<file path="config.mk">
export PLATFORM = sky130hd
export DESIGN_NAME = adc_serial_master
export DESIGN_NICKNAME = d
export VERILOG_FILES = /design/src/rtl/adcsm_pkg.sv /design/src/rtl/adcsm_hold.sv /design/src/rtl/adcsm_bitclk.sv /design/src/rtl/adcsm_shift.sv /design/src/rtl/adc_serial_master.sv
export SDC_FILE = /design/constraint.sdc
export NUM_CORES = 1
export LEC_CHECK = 0
export BUFFER_PORTS_ARGS = -buffer_cell sky130_fd_sc_hd__buf_2
export CORE_ASPECT_RATIO = 1.4
export CORE_MARGIN = 1
export CORE_UTILIZATION = 61
export DETAILED_ROUTE_END_ITERATION = 10
export PLACE_DENSITY_LB_ADDON = 0.25
export RECOVER_POWER = 25
export SETUP_SLACK_MARGIN = 0.05
export SLEW_MARGIN = 25
export SYNTH_ARGS = -nofsm -noshare
export SYNTH_HDL_FRONTEND = slang
export SYNTH_SLANG_ARGS = --single-unit
export TNS_END_PERCENT = 30
</file>
<file path="constraint.sdc">
create_clock -name clk -period 3.6 [get_ports clk]
set_input_delay 0.36 -clock clk [delete_from_list [all_inputs] [get_ports clk]]
set_output_delay 0.36 -clock clk [all_outputs]
set_load 0.05 [all_outputs]
</file>
<file path="src/rtl/adcsm_pkg.sv">
package adcsm_pkg;
   typedef enum logic {
      RD_DURING = 1'b0,
      RD_AFTER  = 1'b1
   } rd_mode_e;

   function automatic int frame_cycles(input int width, input int half_div);
      return width * 2 * half_div;
   endfunction
endpackage

</file>
<file path="src/rtl/adcsm_hold.sv">
module adcsm_hold #(
   parameter int DATA_W = 16
) (
   input  logic              clk,
   input  logic              rst_n,
   input  logic              busy,
   input  logic [DATA_W-1:0] din,
   output logic              busy_fall,
   output logic [DATA_W-1:0] hold
);
   logic busy_q;

   assign busy_fall = busy_q & ~busy;

   always_ff @(posedge clk or negedge rst_n) begin
      if (!rst_n) begin
         busy_q <= 1'b0;
         hold   <= '0;
      end else begin
         busy_q <= busy;
         if (busy_fall) hold <= din;
      end
   end
endmodule

</file>
<file path="src/rtl/adcsm_bitclk.sv">
module adcsm_bitclk #(
   parameter int DATA_W   = 16,
   parameter int HALF_DIV = 2
) (
   input  logic clk,
   input  logic rst_n,
   input  logic run,
   output logic sclk_raw,
   output logic shift_en,
   output logic done
);
   localparam int PERIOD = 2 * HALF_DIV;
   localparam int PW     = $clog2(PERIOD);
   localparam int BW     = $clog2(DATA_W);

   logic [PW-1:0] phase;
   logic [BW-1:0] bitc;
   logic          wrap, last_bit;

   assign wrap     = (phase == PW'(PERIOD - 1));
   assign last_bit = (bitc == BW'(DATA_W - 1));
   assign sclk_raw = run && (phase >= PW'(1)) && (phase <= PW'(HALF_DIV));
   assign shift_en = run && wrap && !last_bit;
   assign done     = run && wrap && last_bit;

   always_ff @(posedge clk or negedge rst_n) begin
      if (!rst_n) begin
         phase <= '0;
         bitc  <= '0;
      end else if (!run) begin
         phase <= '0;
         bitc  <= '0;
      end else if (wrap) begin
         phase <= '0;
         bitc  <= bitc + BW'(1);
      end else begin
         phase <= phase + PW'(1);
      end
   end
endmodule

</file>
<file path="src/rtl/adcsm_shift.sv">
module adcsm_shift #(
   parameter int DATA_W = 16
) (
   input  logic              clk,
   input  logic              rst_n,
   input  logic              load,
   input  logic [DATA_W-1:0] din,
   input  logic              shift,
   output logic              msb
);
   logic [DATA_W-1:0] sh;

   assign msb = sh[DATA_W-1];

   always_ff @(posedge clk or negedge rst_n) begin
      if (!rst_n)     sh <= '0;
      else if (load)  sh <= din;
      else if (shift) sh <= {sh[DATA_W-2:0], 1'b0};
   end
endmodule

</file>
<file path="src/rtl/adc_serial_master.sv">
module adc_serial_master #(
   parameter int DATA_W   = 16,
   parameter int HALF_DIV = 2
) (
   input  logic              clk,
   input  logic              rst_n,
   input  logic              ser_sel,
   input  logic              ext_clk,
   input  logic              rd_after,
   input  logic              inv_sclk,
   input  logic              inv_sync,
   input  logic              cs_n,
   input  logic              rd_n,
   input  logic              conv_start,
   input  logic              busy,
   input  logic [DATA_W-1:0] result,
   output logic              sclk_o,
   output logic              sync_o,
   output logic              sdo,
   output logic              overrun
);
   import adcsm_pkg::*;

   localparam int FRAME_CYC = frame_cycles(DATA_W, HALF_DIV);

   generate
      if (DATA_W < 2) begin : g_bad_width
         $error("adc_serial_master: DATA_W must be 2 or more");
      end
      if (HALF_DIV < 2) begin : g_bad_div
         $error("adc_serial_master: HALF_DIV must be 2 or more");
      end
      if (FRAME_CYC < 4) begin : g_bad_frame
         $error("adc_serial_master: frame too short");
      end
   endgenerate

   rd_mode_e          mode;
   logic              en, busy_fall, trig, load, active;
   logic              sclk_raw, shift_en, done, msb, ovr_q;
   logic [DATA_W-1:0] hold, load_word;

   assign mode      = rd_mode_e'(rd_after);
   assign en        = ser_sel & ~ext_clk & ~cs_n & ~rd_n;
   assign trig      = (mode == RD_AFTER) ? busy_fall : conv_start;
   assign load      = en & ~active & trig;
   assign load_word = (mode == RD_AFTER) ? result : hold;

   adcsm_hold #(.DATA_W(DATA_W)) u_hold (
      .clk(clk), .rst_n(rst_n), .busy(busy), .din(result),
      .busy_fall(busy_fall), .hold(hold)
   );

   adcsm_bitclk #(.DATA_W(DATA_W), .HALF_DIV(HALF_DIV)) u_bitclk (
      .clk(clk), .rst_n(rst_n), .run(active),
      .sclk_raw(sclk_raw), .shift_en(shift_en), .done(done)
   );

   adcsm_shift #(.DATA_W(DATA_W)) u_shift (
      .clk(clk), .rst_n(rst_n), .load(load), .din(load_word),
      .shift(shift_en), .msb(msb)
   );

   always_ff @(posedge clk or negedge rst_n) begin
      if (!rst_n) begin
         active <= 1'b0;
         ovr_q  <= 1'b0;
      end else begin
         ovr_q <= en & active & conv_start;
         if (!en)        active <= 1'b0;
         else if (load)  active <= 1'b1;
         else if (done)  active <= 1'b0;
      end
   end

   assign sclk_o  = (sclk_raw & en) ^ inv_sclk;
   assign sync_o  = (active & en) ^ inv_sync;
   assign sdo     = active & en & msb;
   assign overrun = ovr_q;
endmodule

</file>
== Word level (Yosys, flattened, before mapping) ==
Index checks and enable logic that the tools add are counted.
Word-level totals
  register bits: 41
  input bits: 27
Cells by class
  $add $sub $neg: 2
  magnitude comparators: 2
  equal/unequal tests: 4
  muxes and demuxes: 11
  bitwise operators: 17
  reduce and logical (&&, ||, !) cells: 7
Operators by type and width (number)
  16-bit 2-to-1 mux: 3
  1-bit AND: 10
  4-bit 2-to-1 mux: 2
  1-bit logical AND: 5
  1-bit NOT: 5
  4-bit by 1-bit adder with 4-bit output (second input constant): 1
  4-bit equality test (second input constant): 1
  1-bit 2-to-1 mux: 4
  2-bit 2-to-1 mux: 2
  3-bit by 1-bit inequality test with 1-bit output (second input constant): 1
  2-bit by 1-bit adder with 2-bit output (second input constant): 1
  2-bit equality test (second input constant): 1
  2-bit by 1-bit greater-or-equal comparator with 1-bit output (second input constant): 1
  2-bit <= comparator (second input constant): 1
  2-bit by 1-bit inequality test with 1-bit output (second input constant): 1
  2-bit nonzero test: 1
  1-bit bitwise XOR: 2
  1-bit logical NOT: 1

== Longest topological paths before layout ==
Gate-level depths: netlist of the first run.
  word-level depth: 8
  gate-level depth with buffers: 6

== Cells and area by module ==
Synthesis of the first run repeated with hierarchy kept, for this count alone.
Second synthesis, totals
  cells, all modules: 168
  area, all modules: 2103.3 um2
Modules (own cells, without submodules)
  adcsm_shift: times used 1, cells each 69, area each 742.0 um2
  adcsm_hold: times used 1, cells each 36, area each 684.4 um2
  adc_serial_master: times used 1, cells each 33, area each 344.1 um2
  adcsm_bitclk: times used 1, cells each 30, area each 332.8 um2

== Worst setup path before layout of the first run ==
Ideal clock, no wire load.
  path type: flip-flop to output port
  from: reg u_bitclk.phase[0]
  to: out sclk_o
  arrival time: 1.891 ns
  required time: 3.240 ns
  slack: 1.349 ns
  cell stages (with the launch flop): 6
  path buffers: 1
  path through: dfrtp_1 > ha_1 > clkbuf_1 > nor2_1 > nand3_1 > xnor2_1
Between the ends
  word-level cells in the longest chain between the ends: 5
  elaborated cells on any way between the ends: 6
  those cells by class: order compare: 2; bitwise: 2; reduce/logical: 2
RTL lines
  from (decl): line adcsm_bitclk.sv:16  | logic [PW-1:0] phase;
  from (signal assigned): line adcsm_bitclk.sv:37  | phase <= phase + PW'(1);
  2-bit by 1-bit greater-or-equal comparator with 1-bit output: line adcsm_bitclk.sv:22  | assign sclk_raw = run && (phase >= PW'(1)) && (phase <= PW'(HALF_DIV));
  1-bit logical AND: line adcsm_bitclk.sv:22
  1-bit logical AND *: line adcsm_bitclk.sv:22
  1-bit AND *: line adc_serial_master.sv:76  | assign sclk_o = (sclk_raw & en) ^ inv_sclk;
  1-bit bitwise XOR *: line adc_serial_master.sv:76
  to (decl): line adc_serial_master.sv:17  | output logic sclk_o,
Mark *: on every way between the ends. The rest lies on a longest branch, timed or not.

== Final worst setup path of the first run ==
Ends and elaborated chain as after synthesis.

==> results of run 1 <==
## kinds of logic (layout without fill, tap and decap cells)
logic type,Yosys count,count (layout),share of synthesized area [%]
simple gates,38,38,10.7
buf+inv,22,40,4.33
mux,34,34,17.5
fa+ha+maj,3,3,1.73
xor+xnor,5,5,2.02
compound gates,49,49,16.5
flops,41,41,47.3
## synth_stat cells, types with 3 or more instances
library cell	n
xnor2_1	4
and3_1	3
and2_1	4
a2111oi_1	8
o21ai_0	15
a2111oi_0	6
dfrtp_1	41
ha_1	3
mux2_2	31
nand4_1	17
a31oi_1	14
nand2_1	4
mux2i_1	3
clkbuf_1	14
buf_2	3
## routing by layer
metal  track usage [%]  vias up
li1                  -      771
met1              34.2      778
met2              39.1       48
met3              6.08       11
met4              12.0        0
met5                 0        -
## layout by cell type, fill, tap and decap left out
| master | count |
|---|---|
| dfrtp_1 | 40 |
| mux2_2 | 31 |
| buf_2 | 28 |
| nand4_1 | 17 |
| o21ai_0 | 15 |
| a31oi_1 | 14 |
| a2111oi_1 | 8 |
| a2111oi_0 | 6 |
| clkbuf_8 | 5 |
| xnor2_1 | 4 |
| nand2_1 | 4 |
| and2_1 | 4 |
| and3_1 | 3 |
| mux2i_1 | 3 |
| ha_1 | 3 |
| inv_1 | 2 |
| nand3_1 | 2 |
| nor2b_1 | 2 |
| clkbuf_1 | 2 |
| nor4b_1 | 1 |
| nor2_1 | 1 |
| nand3b_1 | 1 |
| nand2b_1 | 1 |
| or4b_1 | 1 |
| a211o_4 | 1 |
| a2111oi_2 | 1 |
| a31oi_2 | 1 |
| o21ai_1 | 1 |
| a21o_1 | 1 |
| a21oi_1 | 1 |
| xor2_1 | 1 |
| nor3b_1 | 1 |
| dfrtp_2 | 1 |
| bufinv_16 | 1 |
| clkinv_2 | 1 |
| buf_4 | 1 |
## power by group through the flow
stage               Combinational, mW  Sequential (mW)  Clock, mW
finish                          0.161            0.575      0.359
global route                    0.181            0.583      0.380
CTS                             0.163            0.573      0.361
detailed placement              0.163            0.580          0
global placement                0.153            0.577          0
floorplan                       0.119            0.566          0
## state kept, by name, indices dropped and copies added (netlist names)
signal / cells
u_hold.busy_q: 1
u_shift.sh: 16
active: 1
u_bitclk.bitc: 4
u_hold.hold: 16
u_bitclk.phase: 2
overrun: 1
## final cells by class
type                    instances  area (µm²)  area share, %
clock buffers                   5        68.8           2.88
multi-input cells             129        1050           43.9
clock inverters                 2        35.0           1.46
repair buffers                 31         155           6.48
flip-flops and latches         41        1030           42.9
inverters                       2        7.51          0.314
well taps                      40        50.0           2.09
## per-stage QoR
| step | utilization [%] | power [mW] | cell area, µm² |
|---|---|---|---|
| 2_1_floorplan | - | 0.685 | 2170 |
| 3_3_place_gp | 67.8 | 0.730 | 2290 |
| 3_5_place_dp | 67.8 | 0.743 | 2290 |
| 4_1_cts | 70.9 | 1.10 | 2390 |
| 5_1_grt | 70.9 | 1.14 | 2390 |
| 6_report | 70.9 | 1.10 | 2390 |
## worst max-delay path: cells and delay by family, from the launching register on
kind	cells	cell delay, ns
adder cells (fa/ha/maj)	1	0.70
flip-flops	1	0.38
AND/OR/NAND/NOR	2	0.24
XOR/XNOR	1	0.12
buffers and inverters	1	0.28
## worst paths after layout
kind                                   start           endpoint  slack (ns)
max                        u_bitclk.phase[0]             sclk_o        1.22
max in group asynchronous              rst_n             active        1.55
max reg2reg                u_bitclk.phase[0]     u_shift.sh[14]        1.45
min                                     busy      u_hold.busy_q        0.21
min in group asynchronous              rst_n     u_hold.hold[9]        0.67
min reg2reg                u_bitclk.phase[0]  u_bitclk.phase[0]        0.48
==> results.yml, run 1 <==
route:
  vias: 1608
  drtIter0Drc: 60
  drt_pass1_iterations: 4
  drt-met1-wl_mm: 1.86
  wl_mm: 4.28
  top_layer: "met4"
  ant_nets: 0
  wl_per_cell_um: 17.1
  via_per_inst: 6.43
  drc: 0
  wl_met2_mm: 2.13
  route.met3.wl_um: 187
cts:
  cts_hold_buf: 0
  cts_tree: "yes"
  clkSlewWorstSetupHoldPaths_ns: 0.07
  clock_path_buffers: 2
  post_cts_buffers: 0
  cts_resized: 0
  clock_latency_ns: 0.31
  htree_levels: 2
  cts.sinks: 41
  cts_root_buf: "clkbuf_8"
  cts_made_buffers: 5
place:
  place_ws_ns: 1.27
  numPortBuffers: 30
  hpwl_mm: 2.93
  routabilityCongestion: 0.749
  post-place-cells: 243
finish:
  n_antenna_cell: 0
  fillers: 245
  area_growth_pct: 10.3
  nNetsFinal: 240
  final_cells: 250
  drive_above_1_share_pct: 33.8
synthesis:
  synth-main-ff-cell: "dfrtp_1"
  postSynth.asyncResetShare_pct: 100
  ys_warn_count: 0
  ys_types: 33
  synth_largest_area_cell: "dfrtp_1"
  synth_top_area_share_pct: 47.3
  syn-mean-instance-area_um2: 11.3
  syn_area_um2: 2170
  syn_inst: 192
  synth-seq-cells: 41
  synth_edf_count: 0
  yosysSeqAreaShare_pct: 47.3
  synth_nets: 222
  ys_top_cells_by_area: "dfrtp_1 (47%), mux2_2 (16%), nand4_1 (4.9%), a31oi_1 (4.0%), a2111oi_1 (3.7%)"
sta:
  setup_tns_ns: 0
  max_slew_margin_pct: -43.7
  setup_ws_ns: 1.22
  fmax_ghz: 0.420
  fin_worst_skew_ns: 0.00935
  hold_viol_final: 0
  post-route-period-util_pct: 66.1
  worstMarginPinSlew_ns: 2.15
  finalCriticalPeriod_ns: 2.38
  rsz0062_at_grt: "false"
  hold_ws_ns: 0.212
  drv_slew: 42
  setup_violations: 0
grt:
  grt_first_pass_wirelength_mm: 7.21
  antenna_found_initial: 0
  grt_pass1_vias: 1552
  grt_use_total_pct: 25.7
  grt_max_degree: 45
  overflow: 0
power:
  p_int_uw: 821
  pwr-share-comb_pct: 14.7
  share_clk_of_total_power_pct: 32.8
  p_seq_share_pct: 52.5
  p_leak_nw: 0.945
  swShare_pct: 25.1
  power_density_nw_per_um2: 458
  p_switching_uw: 275
  ir_worst_vdd_mv: 0.316
die:
  dieHeight_um: 72.6
  io_pins: 31
  die_w_um: 52.4
  row_count: 25
  core_um2: 3380
  dieArea_um2: 3800
  start_util_pct: 64.2
job:
  drv_cap: 1
setup_path:
  reg2reg_depth: 4
  worstPathArrival_ns: 2.02
  slowest_stage: "ha_1"
  crit_type: "register to primary output"
  crit_path_max_incr_delay_ns: 0.70
  required_ns: 3.24
  worstPathCellList: "ha_1 > nor2_1 > nand3_1 > xnor2_1 > buf_2"
  startpoint_type: "register"
  cp-end-kind: "primary output"
  cp_max_fo: 23
hold_path:
  hold_path_depth: 1
  hold_class: "primary input to register"
run_status:
  violations: "capacitance limit, slew limit"
  status: "finished, violations left"
Note: power is estimated with default switching activity, not from simulation.
==> run 2, diff against run 1 <==
Settings changed: ABC_AREA set to 1, CORE_UTILIZATION 61 to 57.
Clock period 3.6 ns to 2.2 ns, I/O delays scaled along.
==> run 2 against run 1 <==
The run now ends clean; hold slack worse by 0.17 ns; sequential share of layout area fell by 1.7 points; combinational power rose by 60%; die area up 13%; synthesized cell count up 62%; routed wire length is 3.6% lower; via count up 17%; worst setup slack got worse by 1.0 ns; final cell count up 52%; largest cell class is now registers.
==> results.yml, run 2 <==
sta:
  hold_viol_final: 0
  max_slew_margin_pct: 33.3
  drv_slew: 0
  worstMarginPinSlew_ns: 1.00
  hold_ws_ns: 0.0425
  finalCriticalPeriod_ns: 1.99
  setup_violations: 0
  post-route-period-util_pct: 90.4
  setup_tns_ns: 0
  fin_worst_skew_ns: 0.00286
  rsz0062_at_grt: "false"
  fmax_ghz: 0.503
route:
  wl_met2_mm: 1.84
  vias: 1874
  drtIter0Drc: 69
  wl_mm: 4.12
  top_layer: "met4"
  drt-met1-wl_mm: 2.01
  drc: 0
  route.met3.wl_um: 178
  ant_nets: 0
  via_per_inst: 4.94
  drt_pass1_iterations: 4
  wl_per_cell_um: 10.9
cts:
  cts_resized: 0
  cts.sinks: 41
  clkSlewWorstSetupHoldPaths_ns: 0.07
  cts_tree: "yes"
  cts_made_buffers: 5
  clock_path_buffers: 2
  cts_root_buf: "clkbuf_8"
  clock_latency_ns: 0.29
  htree_levels: 2
finish:
  drive_above_1_share_pct: 13.9
  layout_commonest_cell: "nand2_1"
  n_antenna_cell: 0
  top_regs: "u_hold.hold (16), u_shift.sh (16), u_bitclk.bitc (4)"
  stdcell_area_um2: 2490
  final_cell_mix: "nand2_1 (133), inv_1 (42), dfrtp_1 (41), buf_2 (29)"
  nNetsFinal: 366
  area_growth_pct: 8.68
  fillers: 332
  final_cells: 379
synthesis:
  ys_top_cells_by_area: "dfrtp_1 (45%), nand2_1 (22%), inv_1 (6.9%), nand4_1 (4.6%), nand3_1 (4.1%)"
  syn_area_um2: 2290
  synth_edf_count: 0
  synth-seq-cells: 41
  synth_largest_area_cell: "dfrtp_1"
  ys_types: 23
  ys_warn_count: 0
  synth-main-ff-cell: "dfrtp_1"
  yosysSeqAreaShare_pct: 44.8
  synth_nets: 341
  yosysMostFrequentCell: "nand2_1"
  synth_common_cells: "nand2_1 (133), inv_1 (42), dfrtp_1 (41)"
  synth_top_area_share_pct: 44.8
  postSynth.asyncResetShare_pct: 100
  syn-mean-instance-area_um2: 7.37
  syn_inst: 311
setup_path:
  crit_type: "register to primary output"
  worstPathArrival_ns: 1.77
  reg2reg_depth: 4
  cp-end-kind: "primary output"
  r2r_end: "u_shift.sh[1]"
  cp_max_fo: 5
  required_ns: 1.98
  worstReg2RegStart: "active"
  reg2reg_slack_ns: 0.70
  startpoint_type: "register"
die:
  dieHeight_um: 77.0
  core_um2: 3740
  dieArea_um2: 4280
  start_util_pct: 61.3
  row_count: 26
  die_w_um: 55.6
  io_pins: 31
place:
  post_dp_cell_area_um2: 2400
  hpwl_mm: 2.77
  numPortBuffers: 30
  post-place-cells: 370
  routabilityCongestion: 0.773
grt:
  grt_use_total_pct: 22.4
  overflow: 0
  grt_max_degree: 42
  antenna_found_initial: 0
  grt_first_pass_wirelength_mm: 7.57
  grt_pass1_vias: 1766
power:
  p_leak_nw: 1.43
  ir_worst_vdd_mv: 0.644
  power_density_nw_per_um2: 662
run_status:
  status: "complete, no violations"
hold_path:
  hold_end: "u_hold.busy_q"
  min-delay-start: "busy"
  hold_path_depth: 1
  hold_class: "primary input to register"
job:
  drv_cap: 0
[run 2: cell type report]
class | count | area (µm²) | share of cell area, %
Multi-Input combinational cell | 210 | 981 | 39.4
Sequential cell | 41 | 1030 | 41.2
Inverter | 45 | 176 | 7.08
Tap cell | 42 | 52.6 | 2.11
Clock buffer | 8 | 80.1 | 3.21
Timing Repair Buffer | 33 | 175 | 7.03
[run 2: critical path, cell delays in order, from the launching register on]
cell and delay, ns:
dfrtp_1 0.40, ha_1 0.29, inv_1 0.12, nand2_1 0.09, nor2_1 0.11, nand2_1 0.07, xnor2_1 0.13, buf_2 0.28
[run 2: how the worst max path moves through the flow]
stage	cells after the start	startpoint	end	slack, ns
floorplan	6	u_bitclk.phase[0]	sclk_o	0.19
global placement	7	u_bitclk.phase[0]	sclk_o	0.58
detailed placement	7	u_bitclk.phase[0]	sclk_o	0.50
CTS	7	u_bitclk.phase[0]	sclk_o	0.19
global route	7	u_bitclk.phase[0]	sclk_o	0.12
finish	7	u_bitclk.phase[0]	sclk_o	0.21
[run 2: metrics by stage]
step / power [mW] / utilization, % / worst slack, ns
floorplan: 1.12 / - / 0.191
global placement: 1.19 / 64.2 / 0.577
detailed placement: 1.20 / 64.2 / 0.503
CTS: 1.67 / 66.3 / 0.189
global route: 1.76 / 66.6 / 0.116
finish: 1.65 / 66.6 / 0.211
[run 2: repair_timing]
action,in CTS,in global routing
hold endpoints to repair,0,41
hold buffers,0,1
buffers inserted,0,0
[run 2: kinds of logic (layout without fill, tap and decap cells)]
kind of cell               count (synthesis)  in the layout  synth area share [%]
and+or+nand+nor                          183            183                  35.6
buffers and inverters                     60             86                  12.4
adders and majority gates                  3              3                  1.64
DFF                                       41             41                  44.8
AOI/OAI and AO/OA                         22             22                  4.80
xor gates and xnor gates                   2              2                 0.764
[run 2: report_power, final]
group          leakage (nW)  internal (mW)  switching, mW
clock                0.0395          0.225          0.239
sequential            0.503          0.867         0.0615
combinational         0.891          0.103          0.153
total                  1.43           1.20          0.454
[run 2: per-layer routing]
metal	vias up	GRT usage, %
li1	1002	-
met1	815	29.4
met2	49	34.9
met3	8	4.55
met4	0	11.5
met5	-	0
